**config.mk**
```make
export PLATFORM = sky130hd
export DESIGN_NAME = dbg_bkpt_unit
export DESIGN_NICKNAME = d
export VERILOG_FILES = /design/src/rtl/dbg_bkpt_pkg.sv /design/src/rtl/dbg_reg_file.sv /design/src/rtl/dbg_addr_cmp.sv /design/src/rtl/dbg_pc_cmp.sv /design/src/rtl/dbg_bkpt_unit.sv
export SDC_FILE = /design/constraint.sdc
export NUM_CORES = 1
export LEC_CHECK = 0
export BUFFER_PORTS_ARGS = -buffer_cell sky130_fd_sc_hd__buf_2
export CORE_MARGIN = 3
export CORE_UTILIZATION = 50
export DETAILED_ROUTE_END_ITERATION = 12
export GPL_TIMING_DRIVEN = 0
export PLACE_DENSITY = 0.7
export REMOVE_ABC_BUFFERS = 1
export SYNTH_ARGS = -nofsm -noshare
export SYNTH_HDL_FRONTEND = slang
export SYNTH_SLANG_ARGS = --single-unit
```
**constraint.sdc**
```tcl
create_clock -name clk_i -period 2.1 [get_ports clk_i]
set_input_delay 0 -clock clk_i [delete_from_list [all_inputs] [get_ports clk_i]]
set_output_delay 0 -clock clk_i [all_outputs]
set_load 0.005 [all_outputs]
```
**src/rtl/dbg_bkpt_pkg.sv**
```systemverilog
package dbg_bkpt_pkg;
  localparam int DATA_W = 32;
  localparam int NUM_W  = 5;

  localparam logic [NUM_W-1:0] REG_CTL   = 5'h00;
  localparam logic [NUM_W-1:0] REG_LO    = 5'h08;
  localparam logic [NUM_W-1:0] REG_HI    = 5'h09;
  localparam logic [NUM_W-1:0] REG_ATTR  = 5'h0A;
  localparam logic [NUM_W-1:0] REG_VLD   = 5'h0B;
  localparam logic [NUM_W-1:0] REG_PC0   = 5'h10;

  localparam int ATTR_MSK_LSB = 16;
  localparam logic [DATA_W-1:0] DONE_WORD = 32'h0000_FFFF;
endpackage

```
**src/rtl/dbg_reg_file.sv**
```systemverilog
module dbg_reg_file
  import dbg_bkpt_pkg::*;
#(
  parameter int NUM_PC = 4,
  parameter int ATTR_W = 8
) (
  input  logic                           clk_i,
  input  logic                           rst_ni,
  input  logic                           ext_wr_i,
  input  logic [NUM_W-1:0]               ext_num_i,
  input  logic [DATA_W-1:0]              ext_wdata_i,
  input  logic                           cpu_wr_i,
  input  logic [NUM_W-1:0]               cpu_num_i,
  input  logic [DATA_W-1:0]              cpu_wdata_i,
  input  logic [NUM_W-1:0]               rd_num_i,
  output logic [DATA_W-1:0]              rd_data_o,
  output logic [DATA_W-1:0]              lo_o,
  output logic [DATA_W-1:0]              hi_o,
  output logic [ATTR_W-1:0]              attr_val_o,
  output logic [ATTR_W-1:0]              attr_msk_o,
  output logic [NUM_PC-1:0]              pc_vld_o,
  output logic [NUM_PC-1:0][DATA_W-1:0]  pbr_o
);
  logic lock_q;
  logic cpu_ok;

  // processor path is gated by the host-owned lock
  assign cpu_ok = cpu_wr_i && !lock_q;

  function automatic logic ext_sel(input logic [NUM_W-1:0] n);
    return ext_wr_i && (ext_num_i == n);
  endfunction

  function automatic logic cpu_sel(input logic [NUM_W-1:0] n);
    return cpu_ok && (cpu_num_i == n);
  endfunction

  always_ff @(posedge clk_i or negedge rst_ni) begin
    if (!rst_ni) lock_q <= 1'b0;
    else if (ext_sel(REG_CTL)) lock_q <= ext_wdata_i[0];
  end

  always_ff @(posedge clk_i or negedge rst_ni) begin
    if (!rst_ni) begin
      lo_o       <= '0;
      hi_o       <= '0;
      attr_val_o <= '0;
      attr_msk_o <= '0;
      pc_vld_o   <= '0;
    end else begin
      if (ext_sel(REG_LO))      lo_o <= ext_wdata_i;
      else if (cpu_sel(REG_LO)) lo_o <= cpu_wdata_i;
      if (ext_sel(REG_HI))      hi_o <= ext_wdata_i;
      else if (cpu_sel(REG_HI)) hi_o <= cpu_wdata_i;
      if (ext_sel(REG_ATTR)) begin
        attr_val_o <= ext_wdata_i[ATTR_W-1:0];
        attr_msk_o <= ext_wdata_i[ATTR_MSK_LSB +: ATTR_W];
      end else if (cpu_sel(REG_ATTR)) begin
        attr_val_o <= cpu_wdata_i[ATTR_W-1:0];
        attr_msk_o <= cpu_wdata_i[ATTR_MSK_LSB +: ATTR_W];
      end
      if (ext_sel(REG_VLD))      pc_vld_o <= ext_wdata_i[NUM_PC-1:0];
      else if (cpu_sel(REG_VLD)) pc_vld_o <= cpu_wdata_i[NUM_PC-1:0];
    end
  end

  for (genvar k = 0; k < NUM_PC; k++) begin : g_pbr
    localparam logic [NUM_W-1:0] NUM_K = REG_PC0 + NUM_W'(k);
    always_ff @(posedge clk_i or negedge rst_ni) begin
      if (!rst_ni)              pbr_o[k] <= '0;
      else if (ext_sel(NUM_K))  pbr_o[k] <= ext_wdata_i;
      else if (cpu_sel(NUM_K))  pbr_o[k] <= cpu_wdata_i;
    end
  end

  always_comb begin
    rd_data_o = '0;
    unique case (rd_num_i)
      REG_CTL:  rd_data_o[0] = lock_q;
      REG_LO:   rd_data_o = lo_o;
      REG_HI:   rd_data_o = hi_o;
      REG_ATTR: begin
        rd_data_o[ATTR_W-1:0] = attr_val_o;
        rd_data_o[ATTR_MSK_LSB +: ATTR_W] = attr_msk_o;
      end
      REG_VLD:  rd_data_o[NUM_PC-1:0] = pc_vld_o;
      default: begin
        for (int k = 0; k < NUM_PC; k++)
          if (rd_num_i == REG_PC0 + NUM_W'(k)) rd_data_o = pbr_o[k];
      end
    endcase
  end

  // a locked processor write without host write leaves the bounds alone
  p_lock_holds_r6: assert property (@(posedge clk_i) disable iff (!rst_ni)
    (lock_q && cpu_wr_i && !ext_wr_i) |=> ($stable(lo_o) && $stable(hi_o) && $stable(pc_vld_o)));

  // processor can never change the lock
  p_lock_host_only_r6: assert property (@(posedge clk_i) disable iff (!rst_ni)
    !ext_wr_i |=> $stable(lock_q));

  // host data wins a same-register collision
  p_ext_wins_r7: assert property (@(posedge clk_i) disable iff (!rst_ni)
    (ext_wr_i && cpu_wr_i && ext_num_i == REG_LO && cpu_num_i == REG_LO)
      |=> (lo_o == $past(ext_wdata_i)));
endmodule

```
**src/rtl/dbg_addr_cmp.sv**
```systemverilog
module dbg_addr_cmp
  import dbg_bkpt_pkg::*;
#(
  parameter int ATTR_W = 8
) (
  input  logic [DATA_W-1:0] lo_i,
  input  logic [DATA_W-1:0] hi_i,
  input  logic [ATTR_W-1:0] attr_val_i,
  input  logic [ATTR_W-1:0] attr_msk_i,
  input  logic [DATA_W-1:0] addr_i,
  input  logic [ATTR_W-1:0] attr_i,
  output logic              in_range_o,
  output logic              attr_ok_o,
  output logic              hit_o
);
  assign in_range_o = (addr_i >= lo_i) && (addr_i <= hi_i);
  // mask 1 = don't care
  assign attr_ok_o  = &(~(attr_i ^ attr_val_i) | attr_msk_i);
  assign hit_o      = in_range_o && attr_ok_o;

  always_comb begin
    // an address below the lower bound never reports in range
    p_below_lo_r8: assert (!(in_range_o && (addr_i < lo_i)));
  end
endmodule

```
**src/rtl/dbg_pc_cmp.sv**
```systemverilog
module dbg_pc_cmp
  import dbg_bkpt_pkg::*;
#(
  parameter int NUM_PC = 4
) (
  input  logic [NUM_PC-1:0][DATA_W-1:0] pbr_i,
  input  logic [NUM_PC-1:0]             vld_i,
  input  logic [DATA_W-1:0]             pc_i,
  output logic [NUM_PC-1:0]             hit_o
);
  for (genvar k = 0; k < NUM_PC; k++) begin : g_cmp
    assign hit_o[k] = vld_i[k] && (pc_i == pbr_i[k]);
  end
endmodule

```
**src/rtl/dbg_bkpt_unit.sv**
```systemverilog
module dbg_bkpt_unit
  import dbg_bkpt_pkg::*;
#(
  parameter int NUM_PC = 4,
  parameter int ATTR_W = 8
) (
  input  logic              clk_i,
  input  logic              rst_ni,
  input  logic              ext_wr_i,
  input  logic              ext_rd_i,
  input  logic [4:0]        ext_num_i,
  input  logic [31:0]       ext_wdata_i,
  output logic              resp_vld_o,
  output logic [31:0]       resp_o,
  input  logic              cpu_wr_i,
  input  logic [4:0]        cpu_num_i,
  input  logic [31:0]       cpu_wdata_i,
  input  logic [31:0]       core_addr_i,
  input  logic [ATTR_W-1:0] core_attr_i,
  input  logic [31:0]       core_pc_i,
  output logic              in_range_o,
  output logic              attr_ok_o,
  output logic              addr_hit_o,
  output logic [NUM_PC-1:0] pc_hit_o
);
  logic [DATA_W-1:0]             rd_data, lo, hi;
  logic [ATTR_W-1:0]             attr_val, attr_msk;
  logic [NUM_PC-1:0]             pc_vld;
  logic [NUM_PC-1:0][DATA_W-1:0] pbr;

  dbg_reg_file #(.NUM_PC(NUM_PC), .ATTR_W(ATTR_W)) u_regs (
    .clk_i, .rst_ni,
    .ext_wr_i, .ext_num_i, .ext_wdata_i,
    .cpu_wr_i, .cpu_num_i, .cpu_wdata_i,
    .rd_num_i(ext_num_i), .rd_data_o(rd_data),
    .lo_o(lo), .hi_o(hi), .attr_val_o(attr_val), .attr_msk_o(attr_msk),
    .pc_vld_o(pc_vld), .pbr_o(pbr)
  );

  dbg_addr_cmp #(.ATTR_W(ATTR_W)) u_addr (
    .lo_i(lo), .hi_i(hi), .attr_val_i(attr_val), .attr_msk_i(attr_msk),
    .addr_i(core_addr_i), .attr_i(core_attr_i),
    .in_range_o, .attr_ok_o, .hit_o(addr_hit_o)
  );

  dbg_pc_cmp #(.NUM_PC(NUM_PC)) u_pc (
    .pbr_i(pbr), .vld_i(pc_vld), .pc_i(core_pc_i), .hit_o(pc_hit_o)
  );

  always_ff @(posedge clk_i or negedge rst_ni) begin
    if (!rst_ni) begin
      resp_vld_o <= 1'b0;
      resp_o     <= '0;
    end else begin
      resp_vld_o <= ext_wr_i || ext_rd_i;
      resp_o     <= ext_wr_i ? DONE_WORD : rd_data;
    end
  end

  p_done_word_r2: assert property (@(posedge clk_i) disable iff (!rst_ni)
    ext_wr_i |=> (resp_vld_o && resp_o == 32'h0000_FFFF));

  p_idle_no_resp_r2: assert property (@(posedge clk_i) disable iff (!rst_ni)
    (!ext_wr_i && !ext_rd_i) |=> !resp_vld_o);

  p_undef_zero_r4: assert property (@(posedge clk_i) disable iff (!rst_ni)
    (ext_rd_i && !ext_wr_i && ext_num_i inside {5'h01, 5'h07, 5'h0C, 5'h1F}) |=> (resp_o == '0));
endmodule

```
* Word-level counts from Yosys, hierarchy flattened *
Cells that the tools add are included.

word-level totals
  input port bits = 151
  memories = 0
  output and inout bits = 40
  memory bits (read-only) = 0
  RAM bits = 0
  word-level logic and storage cells = 104
  latch bits = 0
  bits in registers = 246

cells by class
  bitwise logic cells = 3
  shift-type cells = 0
  muxes and demuxes = 29
  $mul = 0
  reductions and logical operators = 38
  $lt $le $gt $ge = 2
  equal/unequal tests = 20
  div/mod/pow operators = 0
  add/sub/neg operators = 0

operators by type and width
  kind                count
  $mux 32             17
  $eq 32x32->1        4
  $pmux 8 s3          2
  $eq 5x4->1 const B  8
  $eq 5x5->1 const B  8
  $ge 32x32->1        1
  $le 32x32->1        1
  $mux 8              4
  $pmux 8 s4          1
  $logic_and 1x1->1   24
  $pmux 4 s4          1
  $reduce_bool 2->1   8
  $pmux 3 s5          1
  $mux 4              2
  $not 8->8           1
  $or 8x8->8          1
  $reduce_and 8->1    1
  $xor 8x8->8         1
  $logic_not 5->1     1
  $pmux 1 s5          1
  $reduce_or 3->1     1
  $reduce_or 2->1     1
  $logic_not 1->1     1
  $logic_or 1x1->1    1

* Logic depth before layout (Yosys ltp) *
Gate-level depths: netlist of run 1.

  depth after elaboration = 7
  gate-level depth with buffers = 8
  mapped depth without buffers = 8

* By module *
A second synthesis of run 1 with hierarchy kept.

unflattened totals
  cell total of the unflattened synthesis = 2,029
  area, all modules = 16,200.5 um^2

modules (own cells, without submodules)
  module         cells each  times used  area each (um^2)  sequential area each (um^2)
  dbg_reg_file   1,548       1           11,975.2          5,330.1
  dbg_addr_cmp   236         1           1,740.4           0.0
  dbg_pc_cmp     176         1           1,421.4           0.0
  dbg_bkpt_unit  69          1           1,063.5           825.8

* Least setup slack after synthesis of run 1 *
No wires, ideal clock.

  path type = register to register
  from = reg u_regs.lock_q
  to = reg u_regs.pbr_o[97] (netlist name)
  stages on the path, launching flop included = 8
  data required time = 1.963 ns
  path buffers = 2
  data arrival time = 1.718 ns
  clock period less this slack = 1.855 ns
  setup slack = 0.245 ns
  setup time = 0.137 ns
  cell sequence = dfrtp_1 or3b_1 nor3b_2 and3_1 buf_4 buf_6 mux2i_1 a21oi_1

between the ends
  longest elaborated chain between the ends = 4

RTL lines
  element                         line                RTL
  start: declaration              dbg_reg_file.sv:24  logic lock_q;
  start signal: assignment        dbg_reg_file.sv:40  else if (ext_sel(REG_CTL)) lock_q <= ext_wdata_i[0];
  $logic_not 1->1                 dbg_reg_file.sv:28  assign cpu_ok = cpu_wr_i && !lock_q;
  $logic_and 1x1->1               dbg_reg_file.sv:28
  $logic_and 1x1->1               dbg_reg_file.sv:35  return cpu_ok && (cpu_num_i == n);
  $reduce_bool 2->1 (no line)     n/a
  end signal: indexed assignment  dbg_reg_file.sv:71  else if (ext_sel(NUM_K)) pbr_o[k] <= ext_wdata_i;
  end signal: indexed assignment  dbg_reg_file.sv:72  else if (cpu_sel(NUM_K)) pbr_o[k] <= cpu_wdata_i;
  end: declaration                dbg_reg_file.sv:22  output logic [NUM_PC-1:0][DATA_W-1:0] pbr_o

Every way passes these cells.
A chain may end at the register's enable or synchronous reset.

* Worst setup path in the final report of run 1 *
  from = reg u_regs.lo_o[0]
  to = out addr_hit_o

between the ends
  longest elaborated chain between the ends = 3

RTL lines
  element                   line                 RTL
  start: declaration        dbg_reg_file.sv:17   output logic [DATA_W-1:0] lo_o,
  start signal: assignment  dbg_reg_file.sv:51   if (ext_sel(REG_LO)) lo_o <= ext_wdata_i;
  start signal: assignment  dbg_reg_file.sv:52   else if (cpu_sel(REG_LO)) lo_o <= cpu_wdata_i;
  $ge 32x32->1              dbg_addr_cmp.sv:16   assign in_range_o = (addr_i >= lo_i) && (addr_i <= hi_i);
  $logic_and 1x1->1         dbg_addr_cmp.sv:16
  $logic_and 1x1->1         dbg_addr_cmp.sv:19   assign hit_o = in_range_o && attr_ok_o;
  end: declaration          dbg_bkpt_unit.sv:23  output logic addr_hit_o,

Every way passes these cells.

==> summary.md, run 1 <==
| Metric | Value |
|---|---|
| Crit end category | output port |
| Final setup fails | 50 |
| Antenna Violating Nets Remaining | 0 |
| # clock sinks | 246 |
| Worst-case hold slack | -0.01301 ns |
| Static leakage | 9.907 nW |
| Post-synth EDFFs | 0 |
| Data required time of the worst path | 2.10 ns |
| Category of the worst setup path launch point | register |
| Most used flip-flop cell after synthesis | dfrtp_1 |
| Slew of the pin with the lowest slew margin | 1.538 ns |
| Number of max-capacitance violations reported | 1 |
| Post-Syn Area per Cell | 9.620 sq um |
| Overall power of the completed layout | 17.81 mW |
| Clock Tree Root | clkbuf_16 |
| First-pass GRT wire length | 81920 um |
| IO Port Bufs | 190 |
| Die area | 33010 sq um |
| Pin count of the biggest net entering global routing | 90 |
| Setup tns final | -4.099 ns |
| Clock edge transition at the registers on the reported setup and hold paths | 0.06 ns |
| FF+latch count, synth | 246 |
| Core Footprint | 30030 sq um |
| Final Critical Period | 2.834 ns |
| Total DRC errors in the routed layout | 0 |
| Period Utilization, post-route | 134.9% |
| Sum of net half-perimeters after detailed placement | 36590 um |
| Number of antenna violations at the first check in global routing | 6 |
| Fraction of final layout cells sized beyond drive strength 1 | 24.78% |
| Combined area of all synthesized cells | 15430 sq um |
| Routed wirelength normalized by instance count | 25.59 um |
| Share of synthesized cell area in and, or, nand and nor gates | 10.94% |
| Longest Clk Path Bufs | 3 |
| Worst-case setup margin in the final layout | -0.7336 ns |
| Number of hold violations in the final report | 2 |
| Arrival @ worst endpoint | 2.83 ns |
| Area share of fa/ha/maj cells after synthesis | 5.189% |
| Xor and xnor area share after synthesis | 7.662% |
| Overall die height | 181.7 um |
| Final Util | 67.39% |
| Post-Route WL | 58520 um |
| GPL Wtd Cong | 0.9738 |
| Maximum level of the CTS H-tree | 1 |
| Residual overflow from global routing | 0 |
| Area Overhead vs Synth | 31.16% |
| Clock tree from TritonCTS | done |
| Most common cell after layout, fill and taps aside | dfrtp_1 |
| Total clock buffers created by CTS | 29 |
| Violated checks | hold timing, capacitance limit, slew limit, setup timing |
| Top-level I/O count | 191 |
| Violation count after the first detailed-routing iteration | 1871 |
| Max rail drop VDD | 630.6 uV |
| Overall Global Routing Usage | 31.93% |
| Library cell occupying the most area in the post-synthesis netlist | dfrtp_1 |
| Setup repair after global routing missed its margin | yes |
| Worst slew margin relative to its limit | -2.761% |
| Async SR Flop Fraction | 100.0% |
| Insertion delay of the later-clocked pin in the worst-skew pair | 0.57 ns |
| Count of mapped cells out of synthesis | 1604 |
| Vias per Instance | 6.297 |
| Yosys warnings | 0 |
| Highest-count cells in the layout ignoring fill and taps | dfrtp_1, mux2i_1, a21oi_1 |
| Vias in the first global route | 13760 |
| Non-Filler Instances | 2287 |
| Class of the tightest hold or removal check | in -> async |
| Synth area leaders | dfrtp_1, mux2i_1, a21oi_1, xnor2_1, ha_1 |
| Crit path kind | reg -> out |
| Portion of netlist area occupied by mux cells | 19.55% |
| Worst-case clock skew | 0.02244 ns |
| Main combinational cell family by area after synthesis | multiplexers |
| Placed instance count | 2088 |
| Power density over the cells | 879.9 nW/um^2 |
| Final max-slew violation count | 5 |
| Area share of the largest cell type after synthesis | 39.89% |
| Overall via count from detail_route | 14400 |
| Die W | 181.7 um |
| Final layout net count | 2087 |
| Row cnt | 63 |
| Number of iterations in the first detailed-routing pass | 6 |
| Maximum operating frequency | 352.9 MHz |
| Share of the synthesized area in compound gates (AO/OA/AOI/OAI) | 11.88% |
| Starting utilization of the core area | 51.38% |
| Status | finished, violations left |
| Yosys cell types | 50 |
| Critical path peak fanout | 3 |
| Sequential element share of the synthesized area | 39.89% |
==> area by class of cell <==
type | count | area [sq um]
Fill cell | 2235 | 9793
Clock inverter | 11 | 113.9
Clock buffer | 41 | 830.8
Sequential cell | 246 | 6156
Tap cell | 390 | 488.0
Timing Repair Buffer | 352 | 2933
Inverter | 64 | 240.2
Multi-Input combinational cell | 1179 | 9468
Antenna cell | 4 | 10.01
==> worst max-delay path: stages, from the launching register on <==
cell and delay [ns]:
dfrtp_1 0.42, ha_1 0.29, nand2b_4 0.15, a2111oi_4 0.29, o21ai_2 0.12, a2111o_1 0.56
a21oi_2 0.24, nor3b_2 0.06, buf_2 0.12
==> what timing repair did <==
item | CTS | global route
cloned | 2 | 15
hold buffers | 70 | 0
setup buffers | 22 | 34
endpoints found under the setup margin | 214 | 160
pin swaps | 52 | 86
resized for setup | 88 | 66
hold endpoints to repair | 305 | 0
==> logic make-up (layout without fill, tap and decap cells) <==
family,after synthesis,in the layout
AOI/OAI and AO/OA,335,335
muxes,260,260
xor gates and xnor gates,135,135
and+or+nand+nor,381,385
DFF,246,246
other,0,4
buffers and inverters,183,468
adders and majority gates,64,64
==> stage by stage <==
stage / worst slack (ns) / area, sq um
after floorplan: -2.457 / 14920
after global placement: -7.366 / 16360
after detailed placement: -1.233 / 16830
after CTS: -0.7302 / 19230
after global routing: -0.8014 / 20240
final: -0.7336 / 20240
==> registers in the layout, indices dropped and copies added (netlist names), 4 cells and up <==
| name | flops |
|---|---|
| u_regs.hi_o | 32 |
| u_regs.pc_vld_o | 4 |
| u_regs.lo_o | 32 |
| u_regs.attr_msk_o | 8 |
| u_regs.attr_val_o | 8 |
| u_regs.pbr_o | 128 |
| resp_o | 32 |
==> metal layers <==
layer,up-vias,track usage (%),share of wire (%)
li1,6188,-,-
met1,6995,42.34,37
met2,998,49.98,45
met3,217,7.432,12
met4,4,14.59,5.6
met5,-,0,0.044
==> synth_stat cells (3+ instances only) <==
library cell	n
dfrtp_1	246
ha_1	64
o22ai_1	4
a31oi_1	3
o21ai_0	70
nand2_1	102
and4_1	4
a21oi_1	207
buf_2	26
mux4_2	33
nor2_1	180
buf_1	3
a21o_1	5
nor2b_1	5
and3_1	5
inv_1	64
a221o_1	6
buf_6	3
nor4_1	19
mux2i_1	226
a22oi_1	27
nand3_1	17
clkbuf_2	4
clkbuf_1	81
nand4_1	32
nor3b_1	3
xor2_1	40
xnor2_1	95
==> final timing paths <==
path | startpoint | end | slack, ns | cells after the start
worst min-delay path | rst_ni | resp_vld_o$_DFF_PN0_ | -0.01 | 2
worst max-delay path | u_regs.lo_o[0]$_DFFE_PN0P_ | addr_hit_o | -0.73 | 8
max in group asynchronous | rst_ni | u_regs.hi_o[6]$_DFFE_PN0P_ | 1.18 | 3
worst max register to register | u_regs.lock_q$_DFFE_PN0P_ | u_regs.pbr_o[96]$_DFFE_PN0P_ | -0.14 | 7
min in group clk_i | ext_num_i[3] | resp_o[1]$_DFF_PN0_ | 0.06 | 4
worst min register to register | u_regs.lo_o[11]$_DFFE_PN0P_ | resp_o[11]$_DFF_PN0_ | 0.52 | 2
==> report_power, final <==
group / switching (mW) / total, mW / internal, mW
combinational: 2.93 / 5.62 / 2.69
sequential: 1.20 / 7.10 / 5.90
clock: 2.11 / 5.09 / 2.98
total: 6.24 / 17.8 / 11.6
No activity file was read; power rests on OpenSTA's default activity.
==> run 2, diff against run 1 <==
REMOVE_ABC_BUFFERS = default   (was 1)
==> run 2 against run 1 <==
Compared with the run above: the flow finishes with violations (hold timing, setup timing); critical endpoint unchanged; sequential cell count stayed put; clock power is 6.5% higher; setup slack got worse by 0.080 ns; routed wire length up 5.1%; clock skew fell by 0.013 ns; non-clock buffer count rose by 30; final area down 3.8%; sequential share of layout area up 1.2 points; first-iteration DRC count is 6.5% lower; sequential power increased by 2%; combinational power decreased by 2%.
==> summary.md, run 2 (synthesis results as in run 1) <==
| Metric | Value |
|---|---|
| Period Utilization, post-route | 138.8% |
| Class of the tightest hold or removal check | in -> async |
| Clock edge transition at the registers on the reported setup and hold paths | 0.06 ns |
| Total DRC errors in the routed layout | 0 |
| Worst path cell trace | inv_1, ha_1, nand4_1, nor4_4, buf_4, and4_4, buf_6, o31ai_4, a31oi_4, nor3b_2, buf_2 |
| Worst slew margin relative to its limit | 36.30% |
| Vias in the first global route | 14140 |
| Final Critical Period | 2.914 ns |
| Setup repair after global routing missed its margin | yes |
| Pre-CTS setup slack | -0.9391 ns |
| Fraction of final layout cells sized beyond drive strength 1 | 20.72% |
| Overall Global Routing Usage | 36.20% |
| Clock tree from TritonCTS | done |
| Total clock buffers created by CTS | 29 |
| Worst-case hold slack | -0.01477 ns |
| Power density over the cells | 933.0 nW/um^2 |
| RR Endpoint | u_regs.pbr_o[77]$_DFFE_PN0P_ |
| Buf/Inv on CP | 4 |
| Die area | 33010 sq um |
| Core Footprint | 30030 sq um |
| Row cnt | 63 |
| Number of flip-flops under the largest register name | 128 |
| Die W | 181.7 um |
| Worst-case clock skew | 0.009699 ns |
| Insertion delay of the later-clocked pin in the worst-skew pair | 0.57 ns |
| Number of max-capacitance violations reported | 0 |
| Critical path peak fanout | 3 |
| Overall die height | 181.7 um |
| Crit end category | output port |
| Clock Tree Root | clkbuf_16 |
| Final setup fails | 6 |
| Sum of net half-perimeters after detailed placement | 44830 um |
| Post-Route WL | 61520 um |
| Routed wirelength normalized by instance count | 26.62 um |
| Placement Cell Area | 16790 sq um |
| Overall via count from detail_route | 14410 |
| Final layout net count | 2113 |
| Arrival @ worst endpoint | 2.91 ns |
| IO Port Bufs | 161 |
| Residual overflow from global routing | 0 |
| Category of the worst setup path launch point | register |
| Status | finished, violations left |
| Antenna Violating Nets Remaining | 0 |
| Area Overhead vs Synth | 26.17% |
| Final max-slew violation count | 0 |
| Number of hold violations in the final report | 12 |
| Max rail drop VDD | 614.7 uV |
| Maximum level of the CTS H-tree | 1 |
| Register bank with the most flops | u_regs.pbr_o |
| R2R Setup Slk | 0.02 ns |
| Slowest stage cell, crit path | dfrtp_1 |
| Longest Clk Path Bufs | 3 |
| Slew of the pin with the lowest slew margin | 0.9555 ns |
| Crit path kind | reg -> out |
| Number of antenna violations at the first check in global routing | 4 |
| Critical Path Max Stage Delay | 0.40 ns |
| Starting utilization of the core area | 51.38% |
| Maximum operating frequency | 343.2 MHz |
| Number of iterations in the first detailed-routing pass | 6 |
| First-pass GRT wire length | 90540 um |
| Gate family responsible for the most delay along the worst path | simple AND/OR/NAND/NOR gates |
| Most common cell after layout, fill and taps aside | dfrtp_1 |
| Static leakage | 9.606 nW |
| GPL Wtd Cong | 1.013 |
| Vias per Instance | 6.236 |
| Worst-case setup margin in the final layout | -0.8140 ns |
| Filler Cell Count | 2390 |
| Highest-count cells in the layout ignoring fill and taps | dfrtp_1, mux2i_1, a21oi_1 |
| Violated checks | hold timing, setup timing |
| Finished layout cell area | 19470 sq um |
| Final Util | 64.83% |
| Top-level I/O count | 191 |
| Data required time of the worst path | 2.10 ns |
| # clock sinks | 246 |
| Violation count after the first detailed-routing iteration | 1749 |
| Post-Syn Nets | 1819 |
| Pin count of the biggest net entering global routing | 98 |
| Number of cells on the worst reg-to-reg path | 7 |
| Reg2reg start | u_regs.lock_q$_DFFE_PN0P_ |
-- run 2: cell count changes in the layout (fill, tap and decap cells not counted), sizes merged --
cell	change
nand2	-2
nand3	-2
dlygate4sd3	-2
clkbuf	+76
clkinv	-1
clkinvlp	-1
diode	+1
buf	-48
bufinv	+3
-- run 2: worst max-delay path by stage --
stage	cells after the start	from	endpoint	slack, ns
final	11	u_regs.hi_o[29]$_DFFE_PN0P_	addr_hit_o	-0.81
after global routing	11	u_regs.hi_o[29]$_DFFE_PN0P_	addr_hit_o	-0.86
after CTS	9	u_regs.lo_o[5]$_DFFE_PN0P_	addr_hit_o	-0.69
after detailed placement	9	u_regs.hi_o[31]$_DFFE_PN0P_	addr_hit_o	-0.94
after global placement	1	rst_ni	u_regs.hi_o[5]$_DFFE_PN0P_	-3.60
after floorplan	7	u_regs.lock_q$_DFFE_PN0P_	u_regs.pbr_o[97]$_DFFE_PN0P_	0.25
-- run 2: metrics by stage --
step	instances	setup TNS [ns]	total power, mW
2_1_floorplan	1604	0	9.876
3_3_place_gp	2155	-911.70	11.70
3_5_place_dp	2157	-38.62	11.90
4_1_cts	2300	-1.962	17.86
5_1_grt	2310	-2.738	18.89
6_report	2311	-2.445	18.17
-- run 2: cell type report --
cell class              count  area [sq um]  share of cell area [%]
repair buffers            263          1851                   9.505
multi-input cells        1175          9125                   46.87
well taps                 390         488.0                   2.506
plain buffers             119         588.1                   3.020
diodes                      5         12.51                 0.06426
inverters                  64         240.2                   1.234
flip-flops and latches    246          6158                   31.63
clock inverters            12         191.4                  0.9832
clock buffers              37         815.8                   4.190
-- run 2: where the power goes --
part           switching (mW)  internal, mW
sequential               1.36          5.90
combinational            2.87          2.63
clock                    2.10          3.32
-- run 2: repair_timing --
item | in CTS | in global routing
resized for setup | 93 | 43
hold buffers | 68 | 0
hold endpoints to repair | 461 | 0
setup buffers | 25 | 4
pin swaps | 53 | 26
gates cloned | 1 | 2
setup endpoints to repair | 119 | 162
-- run 2: layer usage --
| layer | GRT usage [%] | wire length, um | vias to the layer above |
|---|---|---|---|
| met5 | 0 | 100 | - |
| met4 | 14.35 | 3242 | 2 |
| met3 | 9.355 | 7239 | 188 |
| met2 | 54.99 | 26680 | 943 |
| met1 | 49.82 | 24250 | 7049 |
| li1 | - | - | 6230 |
